[config.mk]
export PLATFORM = sky130hd
export DESIGN_NAME = bitalias_bridge
export DESIGN_NICKNAME = d
export VERILOG_FILES = /design/src/rtl/bitalias_pkg.sv /design/src/rtl/bitalias_xlate.sv /design/src/rtl/bitalias_merge.sv /design/src/rtl/bitalias_seq.sv /design/src/rtl/bitalias_bridge.sv
export SDC_FILE = /design/constraint.sdc
export NUM_CORES = 1
export LEC_CHECK = 0
export BUFFER_PORTS_ARGS = -buffer_cell sky130_fd_sc_hd__buf_2
export CAP_MARGIN = 20
export CORE_UTILIZATION = 45
export CTS_BUF_LIST = sky130_fd_sc_hd__clkbuf_16
export CTS_CLUSTER_SIZE = 14
export DETAILED_ROUTE_END_ITERATION = 7
export PLACE_DENSITY_LB_ADDON = 0.08
export SYNTH_ARGS = -nofsm -noshare
export SYNTH_HDL_FRONTEND = slang
export SYNTH_SLANG_ARGS = --single-unit
[constraint.sdc]
create_clock -name clk -period 1.9 [get_ports clk]
set_clock_uncertainty 0.2 [all_clocks]
set_input_delay 0.19 -clock clk [delete_from_list [all_inputs] [get_ports clk]]
set_output_delay 0.19 -clock clk [all_outputs]
set_load 0.02 [all_outputs]
[src/rtl/bitalias_pkg.sv]
package bitalias_pkg;
    localparam int ADDR_W     = 32;
    localparam int DATA_W     = 32;
    localparam int IDX_W      = $clog2(DATA_W);
    localparam int STRIDE_LSB = 2;   // alias words are four bytes apart
    localparam int BYTE_BITS  = 3;   // log2 of bits per byte

    typedef enum logic [1:0] {
        SZ_BYTE = 2'd0,
        SZ_HALF = 2'd1,
        SZ_WORD = 2'd2
    } size_e;

    typedef enum logic [1:0] {
        ST_IDLE,
        ST_RD,
        ST_WR,
        ST_RESP
    } state_e;

    typedef struct packed {
        logic [ADDR_W-1:0] addr;
        logic [IDX_W-1:0]  idx;
        size_e             size;
        logic              we;
        logic              val;
    } op_t;

    function automatic logic [DATA_W-1:0] lane_mask(size_e s);
        case (s)
            SZ_BYTE: lane_mask = DATA_W'(8'hFF);
            SZ_HALF: lane_mask = DATA_W'(16'hFFFF);
            default: lane_mask = '1;
        endcase
    endfunction

    function automatic logic [ADDR_W-1:0] align_mask(size_e s);
        case (s)
            SZ_BYTE: align_mask = '1;
            SZ_HALF: align_mask = ~ADDR_W'(1);
            default: align_mask = ~ADDR_W'(3);
        endcase
    endfunction
endpackage

[src/rtl/bitalias_xlate.sv]
module bitalias_xlate
    import bitalias_pkg::*;
#(
    parameter logic [ADDR_W-1:0] BASE     = 32'h2000_0000,
    parameter int                WIN_BITS = 25
) (
    input  logic [ADDR_W-1:0] alias_addr,
    input  size_e             size,
    output logic [ADDR_W-1:0] back_addr,
    output logic [IDX_W-1:0]  bit_idx
);
    localparam int SHIFT = BYTE_BITS + STRIDE_LSB;

    logic [WIN_BITS-1:0] offs;
    logic [ADDR_W-1:0]   raw;
    logic                unused_hi;

    assign offs      = alias_addr[WIN_BITS-1:0];
    assign raw       = BASE | ADDR_W'(offs >> SHIFT);
    assign back_addr = raw & align_mask(size);
    assign unused_hi = ^alias_addr[ADDR_W-1:WIN_BITS];

    always_comb begin
        case (size)
            SZ_BYTE: bit_idx = IDX_W'(alias_addr[STRIDE_LSB +: BYTE_BITS]);
            SZ_HALF: bit_idx = IDX_W'(alias_addr[STRIDE_LSB +: BYTE_BITS+1]);
            default: bit_idx = alias_addr[STRIDE_LSB +: IDX_W];
        endcase
    end
endmodule

[src/rtl/bitalias_merge.sv]
module bitalias_merge
    import bitalias_pkg::*;
(
    input  logic [DATA_W-1:0] rd_data,
    input  size_e             size,
    input  logic [IDX_W-1:0]  idx,
    input  logic              val,
    output logic              bit_out,
    output logic [DATA_W-1:0] wr_data
);
    logic [DATA_W-1:0] lanes;

    assign lanes   = rd_data & lane_mask(size);
    assign bit_out = lanes[idx];

    for (genvar i = 0; i < DATA_W; i++) begin : g_bit
        assign wr_data[i] = (idx == IDX_W'(i)) ? val : lanes[i];
    end
endmodule

[src/rtl/bitalias_seq.sv]
module bitalias_seq
    import bitalias_pkg::*;
(
    input  logic clk,
    input  logic rst,
    input  logic s_req,
    input  logic op_we,
    input  logic m_ready,
    output logic cap_req,
    output logic cap_rd,
    output logic m_req,
    output logic m_we,
    output logic m_lock,
    output logic s_ready
);
    state_e state, nxt;

    always_comb begin
        nxt = state;
        case (state)
            ST_IDLE: if (s_req)   nxt = ST_RD;
            ST_RD:   if (m_ready) nxt = op_we ? ST_WR : ST_RESP;
            ST_WR:   if (m_ready) nxt = ST_RESP;
            default:              nxt = ST_IDLE;
        endcase
    end

    always_ff @(posedge clk) begin
        if (rst) state <= ST_IDLE;
        else     state <= nxt;
    end

    assign cap_req = (state == ST_IDLE) && s_req;
    assign cap_rd  = (state == ST_RD) && m_ready;
    assign m_req   = (state == ST_RD) || (state == ST_WR);
    assign m_we    = (state == ST_WR);
    assign m_lock  = ((state == ST_RD) && op_we) || (state == ST_WR);
    assign s_ready = (state == ST_RESP);
endmodule

[src/rtl/bitalias_bridge.sv]
module bitalias_bridge
    import bitalias_pkg::*;
#(
    parameter logic [ADDR_W-1:0] BASE     = 32'h2000_0000,
    parameter int                WIN_BITS = 25
) (
    input  logic              clk,
    input  logic              rst,
    input  logic              s_req,
    input  logic              s_we,
    input  logic [1:0]        s_size,
    input  logic [ADDR_W-1:0] s_addr,
    input  logic [DATA_W-1:0] s_wdata,
    output logic              s_ready,
    output logic [DATA_W-1:0] s_rdata,
    output logic              m_req,
    output logic              m_we,
    output logic              m_lock,
    output logic [1:0]        m_size,
    output logic [ADDR_W-1:0] m_addr,
    output logic [DATA_W-1:0] m_wdata,
    input  logic              m_ready,
    input  logic [DATA_W-1:0] m_rdata
);
    op_t               op_q;
    logic [ADDR_W-1:0] xl_addr;
    logic [IDX_W-1:0]  xl_idx;
    logic              cap_req, cap_rd, sel_bit;
    logic [DATA_W-1:0] merged, wbuf, rdat_q;
    logic              unused_wd;

    assign unused_wd = ^s_wdata[DATA_W-1:1];

    bitalias_xlate #(.BASE(BASE), .WIN_BITS(WIN_BITS)) u_xlate (
        .alias_addr (s_addr),
        .size       (size_e'(s_size)),
        .back_addr  (xl_addr),
        .bit_idx    (xl_idx)
    );

    bitalias_merge u_merge (
        .rd_data (m_rdata),
        .size    (op_q.size),
        .idx     (op_q.idx),
        .val     (op_q.val),
        .bit_out (sel_bit),
        .wr_data (merged)
    );

    bitalias_seq u_seq (
        .clk     (clk),
        .rst     (rst),
        .s_req   (s_req),
        .op_we   (op_q.we),
        .m_ready (m_ready),
        .cap_req (cap_req),
        .cap_rd  (cap_rd),
        .m_req   (m_req),
        .m_we    (m_we),
        .m_lock  (m_lock),
        .s_ready (s_ready)
    );

    always_ff @(posedge clk) begin
        if (rst) begin
            op_q   <= '0;
            wbuf   <= '0;
            rdat_q <= '0;
        end else begin
            if (cap_req) begin
                op_q.addr <= xl_addr;
                op_q.idx  <= xl_idx;
                op_q.size <= size_e'(s_size);
                op_q.we   <= s_we;
                op_q.val  <= s_wdata[0];
            end
            if (cap_rd) begin
                wbuf   <= merged;
                rdat_q <= op_q.we ? '0 : DATA_W'(sel_bit);
            end
        end
    end

    assign m_addr  = op_q.addr;
    assign m_size  = op_q.size;
    assign m_wdata = wbuf;
    assign s_rdata = rdat_q;
endmodule

======== Yosys cells after proc, flatten, opt, wreduce, memory -nomap -nowiden ========
Cells that the tools add are included.
word-level totals
  flip-flop bits (word level) ............. 107
  output and inout bits ................... 102
  logic and storage cells ................. 103
cells by class
  $lt $le $gt $ge ......................... 1
  equal/unequal tests ..................... 39
  multiplexer cells ....................... 43
  bitwise operators ....................... 2
  reduce and logical (&&, ||, !) cells .... 10
operators by type and width
  cell                                                                   count
  5-bit equality test, second input constant                             16
  32-bit one-hot mux with 2 select lines                                 1
  5-bit by 4-bit equality test with 1-bit output, second input constant  8
  1-bit two-way mux                                                      35
  30-bit by 32-bit bitwise AND with 32-bit output                        1
  32-bit bitwise AND                                                     1
  5-bit by 3-bit equality test with 1-bit output, second input constant  4
  5-bit by 2-bit equality test with 1-bit output, second input constant  2
  5-bit one-hot mux with 2 select lines                                  1
  2-bit by 1-bit equality test with 1-bit output, second input constant  3
  2-bit logical NOT                                                      3
  5-bit by 6-bit < comparator with 1-bit output, second input constant   1
  2-bit two-way mux                                                      3
  2-bit one-hot mux with 3 select lines                                  1
  1-bit binary-select mux with 5-bit select                              1
  5-bit by 1-bit equality test with 1-bit output, second input constant  1
  5-bit logical NOT                                                      1
  2-bit equality test, second input constant                             2
  2-bit != test, second input constant                                   2
  2-bit one-hot mux with 2 select lines                                  1
  1-bit logical AND                                                      3
  3-bit AND reduction                                                    1
  1-bit logical OR                                                       2
  2-bit by 1-bit != test with 1-bit output, second input constant        1

======== Logic depth before layout (Yosys ltp) ========
Gate-level depths: netlist of run 1.
  depth in word-level cells ............... 6
  mapped depth ............................ 8
  gate-level depth less buffers ........... 6

======== Hierarchy ========
A second synthesis of run 1 with hierarchy kept.
unflattened totals
  cell total of the unflattened synthesis .. 525
  area total of the unflattened synthesis .. 4,747.1 um^2
by module, submodules not included
  module           times used  cells each  area an instance (um^2)
  bitalias_bridge  1           306         3,216.8
  bitalias_merge   1           157         1,026.0
  bitalias_xlate   1           39          287.8
  bitalias_seq     1           23          216.5

======== Worst setup path before layout of run 1 ========
No wires, ideal clock.
  path type ............................... reg-to-reg
  from .................................... register u_seq.state[1]
  to ...................................... register rdat_q[0], in the netlist s_rdata[0]
  setup time .............................. 88 ps
  data arrival time ....................... 1,486 ps
  data required time ...................... 1,612 ps
  setup slack ............................. 126 ps
  cell stages (with the launch flop) ...... 8
  buffers on the path ..................... 1
  period minus slack after synthesis ...... 1,774 ps
  cells stage by stage .................... dfxtp_1 -> inv_1 -> ha_1 -> and2_1 -> buf_2 -> nor3b_2 -> and4b_1 -> o32ai_2
on the way
  word-level cells in the longest chain between the ends .. 2
ends and longest elaborated chain
  element                                         RTL line               text
  from (decl)                                     bitalias_seq.sv:16     state_e state, nxt;
  from (signal assigned)                          bitalias_seq.sv:30     else state <= nxt;
  2-bit by 1-bit equality test with 1-bit output  bitalias_seq.sv:34     assign cap_rd = (state == ST_RD) && m_ready;
  1-bit logical AND                               bitalias_seq.sv:34
  to (signal assigned)                            bitalias_bridge.sv:79  rdat_q <= op_q.we ? '0 : DATA_W'(sel_bit);
  to (decl)                                       bitalias_bridge.sv:29  logic [DATA_W-1:0] merged, wbuf, rdat_q;
No other way between the ends.
A chain may end at the register's enable or synchronous reset.

======== Worst setup path in the final report of run 1 ========
  from .................................... register, netlist name op_q[6]
  to ...................................... register wbuf[20], in the netlist m_wdata[20]
on the way
  word-level cells in the longest chain between the ends .. 2
ends and longest elaborated chain
  element               RTL line               text
  5-bit equality test   bitalias_merge.sv:17   assign wr_data[i] = (idx == IDX_W'(i)) ? val : lanes[i];
  1-bit two-way mux     bitalias_merge.sv:17
  to (signal assigned)  bitalias_bridge.sv:78  wbuf <= merged;
  to (decl)             bitalias_bridge.sv:29
No other way between the ends.

==> results of run 1 <==
power groups by stage:
stage,Sequential (µW),Clock [µW],Combinational (µW)
3_3_place_gp,1880,0,2280
2_1_floorplan,2020,0,1670
3_5_place_dp,1890,0,2300
4_1_cts,1870,1800,2360
5_1_grt,1910,1880,2600
6_report,1870,1760,2350
through the flow:
stage          std cells  worst slack (ns)  hold slack, ns  util (%)    TNS, ns
6_report             722            0.1005         0.09790     59.58          0
5_1_grt              722          -0.02576          0.1341     59.58   -0.03110
4_1_cts              722           0.06021         0.04584     59.38          0
3_5_place_dp         671         -0.006438          0.2361     51.26  -0.006438
3_3_place_gp         671          0.007237          0.2298     51.26          0
2_1_floorplan        530            0.1257          0.1260         -          0
cell type report:
class | instances | area [µm²] | area share, %
timing repair buffer | 182 | 1174 | 23.86
multi-input combinational | 350 | 1977 | 40.18
clock inverter | 7 | 93.84 | 1.907
inverter | 4 | 15.01 | 0.3052
tap | 105 | 131.4 | 2.670
clock buffer | 9 | 225.2 | 4.578
sequential | 65 | 1304 | 26.50
registers in the layout (all words and copies together), names as in the netlist:
register,cells
m_wdata,32
m_addr,21
op_q,7
m_size,2
u_seq.state,2
s_rdata,1
layout by cell type, fill, tap and decap left out, types with 2 or more instances in the layout:
cell           synthesis  final
mux2i_1                8      8
a311oi_1               8      8
nand3b_1               2      2
mux4_2                 3      3
bufinv_16              0      2
a31oi_1               24     24
and3b_1                3      2
dlygate4sd3_1          0     35
dfxtp_1               65     63
a211oi_1              25     25
inv_1                  4      4
mux4_1                 2      2
and3_1                 2      2
nor2b_1                2      2
o21ai_0               10     10
buf_12                 0      2
a22oi_1                3      3
clkbuf_16              0      9
nand3_1               10     10
buf_4                 74     23
nor3b_4                3      4
a21oi_1               53     53
nor2_1                41     41
and2_1                 3      2
conb_1                 1     42
nand2_1               86     86
buf_2                  5    122
ha_1                   4      4
dfxtp_2                0      2
worst max-delay path, cell delays in order, from the launching register on:
cell and delay [ns]:
dfxtp_1 0.47, buf_4 0.25, and3b_1 0.35, a21oi_1 0.11
a31oi_1 0.18, a211oi_1 0.09
what timing repair did:
action,4_1_cts,5_1_grt
hold buffers,35,0
resized for setup,1,4
setup endpoints to repair,1,5
endpoints found under the hold margin,37,0
pin swaps,0,0
gates cloned,0,0
per-layer routing:
layer	vias up	track usage, %	part of all wire, %
met1	1637	25.94	44
met5	-	0	0
met2	119	37.38	48
met3	15	5.636	6.3
met4	0	7.197	1.6
li1	1839	-	-
path summary, 6_finish.rpt:
path         depth (start not counted)  slack (ns)                       end
min                                  4         0.1   s_rdata[0]$_SDFFE_PP0P_
max                                  5        0.10  m_wdata[20]$_SDFFE_PP0P_
min reg2reg                          2        0.25    m_addr[4]$_SDFFE_PP0P_
max reg2reg                          5        0.10  m_wdata[20]$_SDFFE_PP0P_
cells by family after synthesis:
family          after synthesis
fa+ha+maj                     4
flops                        65
compound gates              131
simple gates                160
mux                          13
buf+inv                     115
other cells                   1
==> impl_metrics.env, run 1 <==
export IMPL_cts_repair_timing_setup_buffer_count=0
export IMPL_stdcell_area_mm2=0.004920
export IMPL_fmax_ghz=0.5557
export IMPL_cap_violations=0
export IMPL_dpl_instance_area_mm2=0.004233
export IMPL_syn_to_final_growth_pct=27.66
export IMPL_grt_pass1_vias=3252
export IMPL_dpl_hpwl_um=6550
export IMPL_fillers=805
export IMPL_gp_congestion=0.8386
export IMPL_die_w_um=94.54
export IMPL_yosys_area_top_type_share_pct=33.77
export IMPL_p_leak_uw=0.002187
export IMPL_synth_edf_count=0
export IMPL_clkPwrFrac_pct=29.5
export IMPL_async_flop_share_pct=0
export IMPL_drt_iter0_drc=126
export IMPL_fin_crit_ns=1.799
export IMPL_vias=3610
export IMPL_synth_xor_area_share_pct=0
export IMPL_drive_gt1_share_pct=28.85
export IMPL_yosysTopAreaCell="dfxtp_1"
export IMPL_syn_cell_area_mm2=0.003854
export IMPL_path_class="flop to flop"
export IMPL_r2r_start="op_q[6]$_SDFFE_PP0P_"
export IMPL_drc=0
export IMPL_yosysWarningCount=0
export IMPL_p_switching_uw=2252
export IMPL_ir_drop_uv=840.4
export IMPL_netlist_top_cells_area="dfxtp_1, buf_4, nand2_1"
export IMPL_portBuffers=122
export IMPL_synthAdderAreaFrac_pct=1.299
export IMPL_gr_usage_all_layers_pct=21.61
export IMPL_status="complete, no violations"
export IMPL_die_y_um=94.54
export IMPL_arrival_ns=1.78
export IMPL_dr_pass1_iters=4
export IMPL_seq_area_frac_synth_pct=33.77
export IMPL_synth_simple_area_share_pct=18.99
export IMPL_num_antenna_cells=0
export IMPL_crit_fanout=11
export IMPL_pwr_share_seq_pct=31.3
export IMPL_min_path_type="input pin to flop"
export IMPL_p_per_area_mw_per_mm2=1214
export IMPL_worst_pin_slew_ns=0.6708
export IMPL_die_area_mm2=0.008938
export IMPL_synth_seq_cells=65
export IMPL_comb_power_share_pct=39.3
export IMPL_synth_avg_cell_area_um2=7.881
export IMPL_synthTopCellsByCount="nand2_1, buf_4, dfxtp_1, a21oi_1, nor2_1"
export IMPL_clk_path_buf_depth=2
export IMPL_final_setup_viol_count=0
export IMPL_slew_headroom_pct=55.28
export IMPL_cts_htree_levels=3
export IMPL_clockRootBuffer="clkbuf_16"
export IMPL_synth_compound_area_share_pct=21.30
export IMPL_wire_per_inst_um=13.15
export IMPL_clock_sinks=65
export IMPL_power_total_uw=5974
export IMPL_critPathLaunchType="flop"
export IMPL_core_area_mm2=0.008258
export IMPL_drv_slew=0
export IMPL_internal_power_uw=3722
export IMPL_fin_crit_sh_pct=94.71
export IMPL_endpoint_kind="flop"
export IMPL_initial_core_util_pct=46.67
export IMPL_routed_wl_um=9494
export IMPL_cts_buffers=9
export IMPL_yosysUniqueCellTypes=43
export IMPL_final_nets=719
export IMPL_netSwitchingFraction_pct=37.69
export IMPL_antenna_found_initial=0
export IMPL_final_hold_viol_count=0
export IMPL_synth_top_family_by_area="compound AO/OA/AOI/OAI gates"
export IMPL_io_pin_count=205
export IMPL_cts_tree="yes"
export IMPL_syn_inst=489
export IMPL_synth_most_common_cell="nand2_1"
export IMPL_rows=33
export IMPL_vias_per_cell=5.000
export IMPL_grt_first_pass_wirelength_um=15200
export IMPL_hp_start="rst"
export IMPL_critPathRequiredTime_ns=1.88
export IMPL_rsz0062_at_grt="yes"
export IMPL_synth_area_mux_share_pct=5.195
export IMPL_startpoint="op_q[6]$_SDFFE_PP0P_"
export IMPL_path_clk_slew_ns=0.06
export IMPL_clkLatencyLatePin_ns=0.32
export IMPL_grt_start_max_net_pins=67
export IMPL_ant_nets=0
export IMPL_synth_ff_type="dfxtp_1"
export IMPL_grt_overflow_total=0
Power figures use the tool's default switching activity.
==> inputs of run 2 (changes only) <==
--- a/config.mk
+++ b/config.mk
@@ -5,6 +5,7 @@
 export SDC_FILE = /design/constraint.sdc
 export NUM_CORES = 1
 export LEC_CHECK = 0
+export ABC_AREA = 1
 export BUFFER_PORTS_ARGS = -buffer_cell sky130_fd_sc_hd__buf_2
 export CAP_MARGIN = 20
 export CORE_UTILIZATION = 45
==> impl_metrics.env, run 2 <==
export IMPL_power_total_uw=5613
export IMPL_status="complete, no violations"
export IMPL_grt_first_pass_wirelength_um=16130
export IMPL_dr_pass1_iters=5
export IMPL_crit_fanout=22
export IMPL_layout_common_cells="nand2_1, buf_2, dfxtp_1"
export IMPL_p_leak_uw=0.002306
export IMPL_multi_input_area_mm2=0.002012
export IMPL_p_switching_uw=2192
export IMPL_critPathRequiredTime_ns=1.88
export IMPL_gp_congestion=0.8929
export IMPL_stdcell_area_mm2=0.004981
export IMPL_cts_buffers=9
export IMPL_antenna_found_initial=0
export IMPL_initial_core_util_pct=47.01
export IMPL_final_setup_viol_count=0
export IMPL_cts_tree="yes"
export IMPL_dp_cells=763
export IMPL_grt_pass1_vias=3468
export IMPL_final_hold_viol_count=0
export IMPL_routed_wl_um=10350
export IMPL_drv_slew=0
export IMPL_final_common_cell="nand2_1"
export IMPL_critPathLaunchType="flop"
export IMPL_arrival_ns=1.81
export IMPL_gr_usage_all_layers_pct=22.94
export IMPL_yosys_area_top_type_share_pct=33.18
export IMPL_ant_nets=0
export IMPL_fin_crit_ns=1.829
export IMPL_dpl_hpwl_um=7201
export IMPL_wire_per_inst_um=12.81
export IMPL_grt_start_max_net_pins=37
export IMPL_min_path_type="input pin to flop"
export IMPL_final_core_util_pct=59.72
export IMPL_vias=3859
export IMPL_p_per_area_mw_per_mm2=1127
export IMPL_core_area_mm2=0.008341
export IMPL_netlist_top_cells_area="dfxtp_1, nand2_1, buf_4"
export IMPL_whs_ns=0.02768
export IMPL_dpl_instance_area_mm2=0.004345
export IMPL_fillers=832
export IMPL_seq_area_frac_synth_pct=33.18
export IMPL_synthTopCellsByCount="nand2_1, buf_4, dfxtp_1, a21oi_1, nor2_1"
export IMPL_clock_sinks=65
export IMPL_rsz0062_at_grt="yes"
export IMPL_syn_to_final_growth_pct=27.03
export IMPL_fin_crit_sh_pct=96.24
export IMPL_slew_headroom_pct=60.74
export IMPL_synth_avg_cell_area_um2=6.831
export IMPL_comb_power_share_pct=38.8
export IMPL_yosysTopAreaCell="dfxtp_1"
export IMPL_synth_edf_count=0
export IMPL_worst_pin_slew_ns=0.5889
export IMPL_rows=33
export IMPL_die_area_mm2=0.009092
export IMPL_drt_iter0_drc=156
export IMPL_portBuffers=122
export IMPL_syn_inst=574
export IMPL_num_antenna_cells=0
export IMPL_regArea_mm2=0.001303
export IMPL_clockRootBuffer="clkbuf_16"
export IMPL_pwr_share_seq_pct=29.7
export IMPL_syn_cell_area_mm2=0.003921
export IMPL_clkPwrFrac_pct=31.5
export IMPL_vias_per_cell=4.776
export IMPL_finalNonFillerCells=808
export IMPL_die_w_um=95.35
export IMPL_io_pin_count=205
export IMPL_yosysUniqueCellTypes=37
export IMPL_internal_power_uw=3421
export IMPL_synth_ff_type="dfxtp_1"
export IMPL_cts_htree_levels=3
export IMPL_die_y_um=95.35
export IMPL_yosysWarningCount=0
export IMPL_path_clk_slew_ns=0.06
export IMPL_clk_path_buf_depth=2
export IMPL_drc=0
export IMPL_clkLatencyLatePin_ns=0.33
export IMPL_async_flop_share_pct=0
export IMPL_cap_violations=0
export IMPL_fmax_ghz=0.5469
export IMPL_path_class="flop to flop"
export IMPL_netSwitchingFraction_pct=39.05
export IMPL_synth_most_common_cell="nand2_1"
export IMPL_drive_gt1_share_pct=26.60
export IMPL_largest_reg_flops=32
export IMPL_endpoint_kind="flop"
export IMPL_synth_seq_cells=65
export IMPL_ir_drop_uv=662.1
export IMPL_final_nets=806
export IMPL_grt_overflow_total=0
-- run 2: cell types whose count changed in the layout (fill, tap and decap cells not counted), moves of 11 or more --
cell	change
nand2_1	+105
a31oi_1	-24
inv_1	+22
a211oi_1	-17
o21ai_0	+14
buf_4	-11
-- run 2: worst paths after layout --
kind | from | slack (ns) | end | depth (start not counted)
max | u_seq.state[0]$_SDFFE_PP0P_ | 0.07 | m_addr[13]$_SDFFE_PP0P_ | 6
min | m_rdata[7] | 0.03 | m_wdata[7]$_SDFFE_PP0P_ | 3
max reg2reg | u_seq.state[0]$_SDFFE_PP0P_ | 0.07 | m_addr[13]$_SDFFE_PP0P_ | 6
min reg2reg | m_addr[4]$_SDFFE_PP0P_ | 0.26 | m_addr[4]$_SDFFE_PP0P_ | 2
-- run 2: power by group through the flow --
stage               clock (µW)  combinational, µW  sequential (µW)
detailed placement           0               2100             1690
finish                    1770               2180             1670
global placement             0               2080             1680
CTS                       1800               2160             1660
floorplan                    0               1640             1710
global route              1850               2420             1690
-- run 2: through the flow --
stage,TNS [ns],setup slack [ns]
final,0,0.07135
after global routing,-0.2937,-0.05070
after CTS,0,0.04528
after detailed placement,0,0.06517
after global placement,0,0.1301
after floorplan,0,0.3391
-- run 2: cell families after synthesis --
group | Yosys count | share of synthesized area (%)
AND/OR/NAND/NOR | 257 | 28.53
buffers and inverters | 129 | 19.75
AO/OA/AOI/OAI | 118 | 17.17
flip-flops | 65 | 33.18
adder cells (fa/ha/maj) | 4 | 1.276
other | 1 | 0.09563
-- run 2: worst max-delay path, cell delays in order (launching register included) --
cell        delay, ns
dfxtp_1          0.36
inv_1            0.08
ha_1             0.21
nand2_1          0.17
clkinvlp_4       0.39
nand2_1          0.18
a21oi_1          0.09
-- run 2: repair_timing --
item | CTS | global route
buffers inserted | 0 | 0
hold endpoints to repair | 31 | 0
endpoints found under the setup margin | 0 | 20
hold buffers | 30 | 0
gates resized for setup | 0 | 5
-- run 2: final cells by class --
cell class / count / area share [%]
clock buffer: 9 / 4.521
inverter: 34 / 2.738
clock inverter: 6 / 1.859
timing repair buffer: 168 / 21.70
sequential: 65 / 26.15
tap: 105 / 2.638
multi-input combinational: 421 / 40.39
-- run 2: layer usage --
metal  wire (µm)  track usage, %
met5           0               0
met4         170           9.722
met3         649           4.864
met2        4923           38.39
met1        4608           28.30
